## config.mk

```make
export PLATFORM = sky130hd
export DESIGN_NAME = dmod_prescaler
export DESIGN_NICKNAME = d
export VERILOG_FILES = /design/src/rtl/dmod_pkg.sv /design/src/rtl/dmod_core45.sv /design/src/rtl/dmod_ext_chain.sv /design/src/rtl/dmod_prescaler.sv
export SDC_FILE = /design/constraint.sdc
export NUM_CORES = 1
export LEC_CHECK = 0
export BUFFER_PORTS_ARGS = -buffer_cell sky130_fd_sc_hd__buf_2
export CAP_MARGIN = 20
export CORE_AREA = 2 2 39 41
export DETAILED_ROUTE_END_ITERATION = 6
export DIE_AREA = 0 0 41 43
export SLEW_MARGIN = 25
export SYNTH_ARGS = -nofsm -noshare
export SYNTH_HDL_FRONTEND = slang
export SYNTH_SLANG_ARGS = --single-unit
```

## constraint.sdc

```tcl
create_clock -name clk -period 2.5 [get_ports clk]
set_clock_uncertainty 0.2 [all_clocks]
set_input_delay 0.125 -clock clk [delete_from_list [all_inputs] [get_ports clk]]
set_output_delay 0.125 -clock clk [all_outputs]
set_load 0.05 [all_outputs]
```

## src/rtl/dmod_pkg.sv

```systemverilog
package dmod_pkg;
  // Number of divide-by-2 stages behind the 4/5 core in each mode.
  localparam int unsigned STG_LO = 1;   // 4 * 2^1 = 8
  localparam int unsigned STG_HI = 3;   // 4 * 2^3 = 32
  localparam int unsigned STG_MAX = (STG_HI > STG_LO) ? STG_HI : STG_LO;
  localparam int unsigned CORE_W = 3;   // holds states 0..4

  localparam logic [CORE_W-1:0] CORE_LAST4 = CORE_W'(3);
  localparam logic [CORE_W-1:0] CORE_FIFTH = CORE_W'(4);

  function automatic logic [STG_MAX-1:0] stage_mask(input logic hi);
    logic [STG_MAX-1:0] m;
    for (int i = 0; i < int'(STG_MAX); i++)
      m[i] = (i < int'(hi ? STG_HI : STG_LO));
    return m;
  endfunction
endpackage

```

## src/rtl/dmod_core45.sv

```systemverilog
module dmod_core45
  import dmod_pkg::*;
(
  input  logic              clk,
  input  logic              rst_n,
  input  logic              run_en,
  input  logic              take_fifth,
  output logic              wrap,
  output logic [CORE_W-1:0] state
);
  logic [CORE_W-1:0] state_q;
  logic [CORE_W-1:0] state_d;

  always_comb begin
    wrap    = (state_q == CORE_FIFTH) ||
              ((state_q == CORE_LAST4) && !take_fifth);
    state_d = state_q;
    if (run_en) state_d = wrap ? '0 : state_q + 1'b1;
  end

  always_ff @(posedge clk or negedge rst_n) begin
    if (!rst_n) state_q <= '0;
    else        state_q <= state_d;
  end

  assign state = state_q;
endmodule

```

## src/rtl/dmod_ext_chain.sv

```systemverilog
module dmod_ext_chain #(
  parameter int unsigned NSTG = 3
) (
  input  logic            clk,
  input  logic            rst_n,
  input  logic            adv,
  input  logic [NSTG-1:0] active,
  output logic            terminal
);
  logic [NSTG-1:0] bit_q;
  logic [NSTG-1:0] bit_d;
  logic [NSTG:0]   carry;

  assign carry[0] = adv;

  for (genvar i = 0; i < int'(NSTG); i++) begin : g_stage
    assign carry[i+1] = carry[i] & bit_q[i];
    always_comb begin
      bit_d[i] = bit_q[i];
      if (carry[i] && active[i]) bit_d[i] = ~bit_q[i];
    end
  end

  always_ff @(posedge clk or negedge rst_n) begin
    if (!rst_n) bit_q <= '0;
    else        bit_q <= bit_d;
  end

  assign terminal = &(bit_q | ~active);
endmodule

```

## src/rtl/dmod_prescaler.sv

```systemverilog
module dmod_prescaler
  import dmod_pkg::*;
(
  input  logic clk,
  input  logic rst_n,
  input  logic sel_p32,
  input  logic swallow,
  output logic div_pulse
);
  logic              load_q;
  logic              mod_q, mod_d;
  logic              swl_q, swl_d;
  logic              pulse_q, pulse_d;
  logic              core_wrap;
  logic [CORE_W-1:0] core_st;
  logic              ext_term;
  logic              bound;
  logic              run_en;
  logic [STG_MAX-1:0] act_mask;

  assign run_en   = !load_q;
  assign act_mask = stage_mask(mod_q);

  dmod_core45 u_core (
    .clk        (clk),
    .rst_n      (rst_n),
    .run_en     (run_en),
    .take_fifth (swl_q && ext_term),
    .wrap       (core_wrap),
    .state      (core_st)
  );

  dmod_ext_chain #(.NSTG(STG_MAX)) u_ext (
    .clk      (clk),
    .rst_n    (rst_n),
    .adv      (core_wrap && run_en),
    .active   (act_mask),
    .terminal (ext_term)
  );

  always_comb begin
    bound   = run_en && core_wrap && ext_term;
    mod_d   = mod_q;
    swl_d   = swl_q;
    if (load_q || bound) begin
      mod_d = sel_p32;
      swl_d = swallow;
    end
    pulse_d = bound;
  end

  always_ff @(posedge clk or negedge rst_n) begin
    if (!rst_n) begin
      load_q  <= 1'b1;
      mod_q   <= 1'b0;
      swl_q   <= 1'b0;
      pulse_q <= 1'b0;
    end else begin
      load_q  <= 1'b0;
      mod_q   <= mod_d;
      swl_q   <= swl_d;
      pulse_q <= pulse_d;
    end
  end

  assign div_pulse = pulse_q;
endmodule

```

==> metrics.md <==
| Metric | Value |
|---|---|
| TNS Setup | 0 ns |
| Vias per std cell | 4.95 |
| Crit path DAT | 1.87 ns |
| Mapped Nets | 58 |
| Main synth FF type | dfrtp_1 |
| Final setup fails | 0 |
| Routed WL | 817 µm |
| Initial antenna violation count | 0 |
| Synth Area in XOR/XNOR | 3.41% |
| VDD IR-drop max | 0.390 mV |
| Vias in the first global route | 360 |
| EDFF count, synth | 0 |
| Flops & latches, synth | 10 |
| Max-slew violation count | 0 |
| Clk Latency, worst-skew pair | 0.26 ns |
| DRC viols | 0 |
| Adder-cell area share of the yosys netlist | 7.32% |
| Unique masters post-synth | 26 |
| Starting Density | 37.1% |
| MaxCap Viol Count | 0 |
| Most frequent cells in the layout | 9 x dfrtp_1, 5 x inv_1, 4 x nand2_1, 4 x buf_2 |
| Hold Fails Final Rpt | 0 |
| Final ANT Viol Nets | 0 |
| Die width | 41 µm |
| Mux cell area share after synthesis | 0% |
| Crit path kind | register to register |
| Final setup margin | 0.615 ns |
| NumNets Final | 68 |
| CP Max Fanout | 4 |
| Largest family of logic cells by synthesized area | compound AO/OA/AOI/OAI gates |
| Most common cell after layout, fill and taps aside | dfrtp_1 |
| Port bufs | 4 |
| Status | finished clean |
| Post-CTS Setup Inserts | 0 |
| RSZ-0062 raised after global routing | no |
| Asr flop ratio synth | 100% |
| First-pass iteration count of the detailed router | 2 |
| DIE HEIGHT | 43 µm |
| Worst setup SP type | register |
| Clock-pin slew on the worst setup and hold paths | 0.06 ns |
| Synth Warn # | 0 |
| Level count of the clock H-tree | 1 |
| Worst setup EP type | register |
| Area grow syn2layout | 17.1% |
| CTS root buf | clkbuf_4 |
| Pleak | 0.274 nW |
| Final Util | 43.4% |
| WP data required | 2.48 ns |
| Fmax | 530 MHz |
| Synth Area in Simple Gates | 13.7% |
| Part of the Yosys area used for sequential elements | 49.0% |
| GR Overflow Total | 0 |
| Diode count | 0 |
| Site Rows | 14 |
| Total track usage | 12.4% |
| WL/cell | 10.8 µm |
| Fill count | 143 |
| CTS sink count | 10 |
| DP HPWL | 613 µm |
| Vias | 376 |
| Place WS | 0.615 ns |
| First-pass GRT wire length | 1.44 mm |
| Mapped Cells | 51 |
| Hold/Removal Path Class | primary input to async pin |
| Mapped Area | 513 µm² |
| Compound-gate portion of the synthesized area | 20.5% |
| Clock buffer depth | 2 |
| Crit share post-route | 75.4% |
| Routability cong. | 0.726 |
| CTS tree | yes |
| Core Area | 0.00138 mm² |
| I/O pin total | 5 |
| Share of cells above drive strength 1 | 18.3% |
| Syn Area/Cell | 10.1 µm² |
| Power Density | 985 mW/mm² |
| Starting DRT DRC Count | 1 |
| CTS Buf Count | 3 |
| Largest net degree at the start of global routing | 11 |
| Fin crit period | 1.89 ns |
| Die area | 0.00176 mm² |
[layout make-up]
class                           instances  area [µm²]  share of cell area [%]
Timing Repair Buffer                    7        50.0                    8.33
Clock buffer                            4        26.3                    4.38
Inverter                                5        18.8                    3.13
Multi-Input combinational cell         34         234                    39.0
Tap cell                               16        20.0                    3.33
Sequential cell                        10         251                    41.9
[final timing paths]
check / startpoint / end / slack [ns] / cells past startpoint
worst min-delay path: rst_n / swl_q / 0.05 / 2
max in group asynchronous: rst_n / load_q / 1.79 / 2
min in group clk: u_ext.bit_q[2] / u_ext.bit_q[2] / 0.31 / 1
worst min register to register: u_ext.bit_q[2] / u_ext.bit_q[2] / 0.31 / 1
worst max-delay path: u_core.state[0] / u_core.state[0] / 0.61 / 6
worst max register to register: u_core.state[0] / u_core.state[0] / 0.61 / 6
[logic make-up after synthesis]
| logic type | count (synthesis) |
|---|---|
| AO/OA/AOI/OAI | 14 |
| buffers and inverters | 7 |
| flip-flops | 10 |
| adder cells (fa/ha/maj) | 3 |
| AND/OR/NAND/NOR | 14 |
| other | 1 |
| XOR/XNOR | 2 |
[flip-flops by register name, summed over array words and instances (netlist names)]
signal        cells
u_core.state      3
u_ext.bit_q       3
div_pulse         1
load_q            1
mod_q             1
swl_q             1
[cell usage after synthesis, types with 2 or more instances]
master / count / area share (%)
a21oi_1: 3 / 2.9
dfrtp_1: 9 / 44
ha_1: 3 / 7.3
inv_1: 5 / 3.7
nand2_1: 4 / 2.9
nand4_1: 2 / 2.4
nor2_1: 3 / 2.2
nor3b_1: 2 / 2.9
o21ai_1: 2 / 2.0
xnor2_1: 2 / 3.4
[report_power, final]
part	internal (mW)	total [mW]	leakage, nW	switching, mW
Clock	0.0614	0.111	0.0150	0.0500
Combinational	0.0924	0.202	0.137	0.110
Sequential	0.217	0.278	0.122	0.0613
Total	0.371	0.592	0.274	0.221
[what timing repair did]
action,in CTS,in global routing
endpoints found under the hold margin,12,0
setup endpoints to repair,0,0
hold buffers,3,0
resized for setup,0,0
[per-stage QoR]
step / cell area [µm²] / hold WS [ns] / cells / power, mW
after global placement: 544 / -0.200 / 69 / 0.479
final: 601 / 0.0518 / 76 / 0.592
after global routing: 601 / 0.0738 / 76 / 0.640
after floorplan: 513 / -0.371 / 51 / 0.440
after detailed placement: 544 / -0.199 / 69 / 0.482
after CTS: 601 / 0.0536 / 76 / 0.600
[routing by layer]
layer  global-route usage [%]  wire length, µm
met3                     4.71               19
met5                        0                0
met1                     16.7              415
met4                     8.00               12
met2                     15.9              371
[critical path, stage by stage (launching register included)]
cell and delay, ns:
dfrtp_1 0.39, ha_1 0.20, ha_1 0.19, a21oi_1 0.29, a31oi_1 0.13, or3_1 0.34
o21ai_1 0.07
No activity file was read; power rests on OpenSTA's default activity.
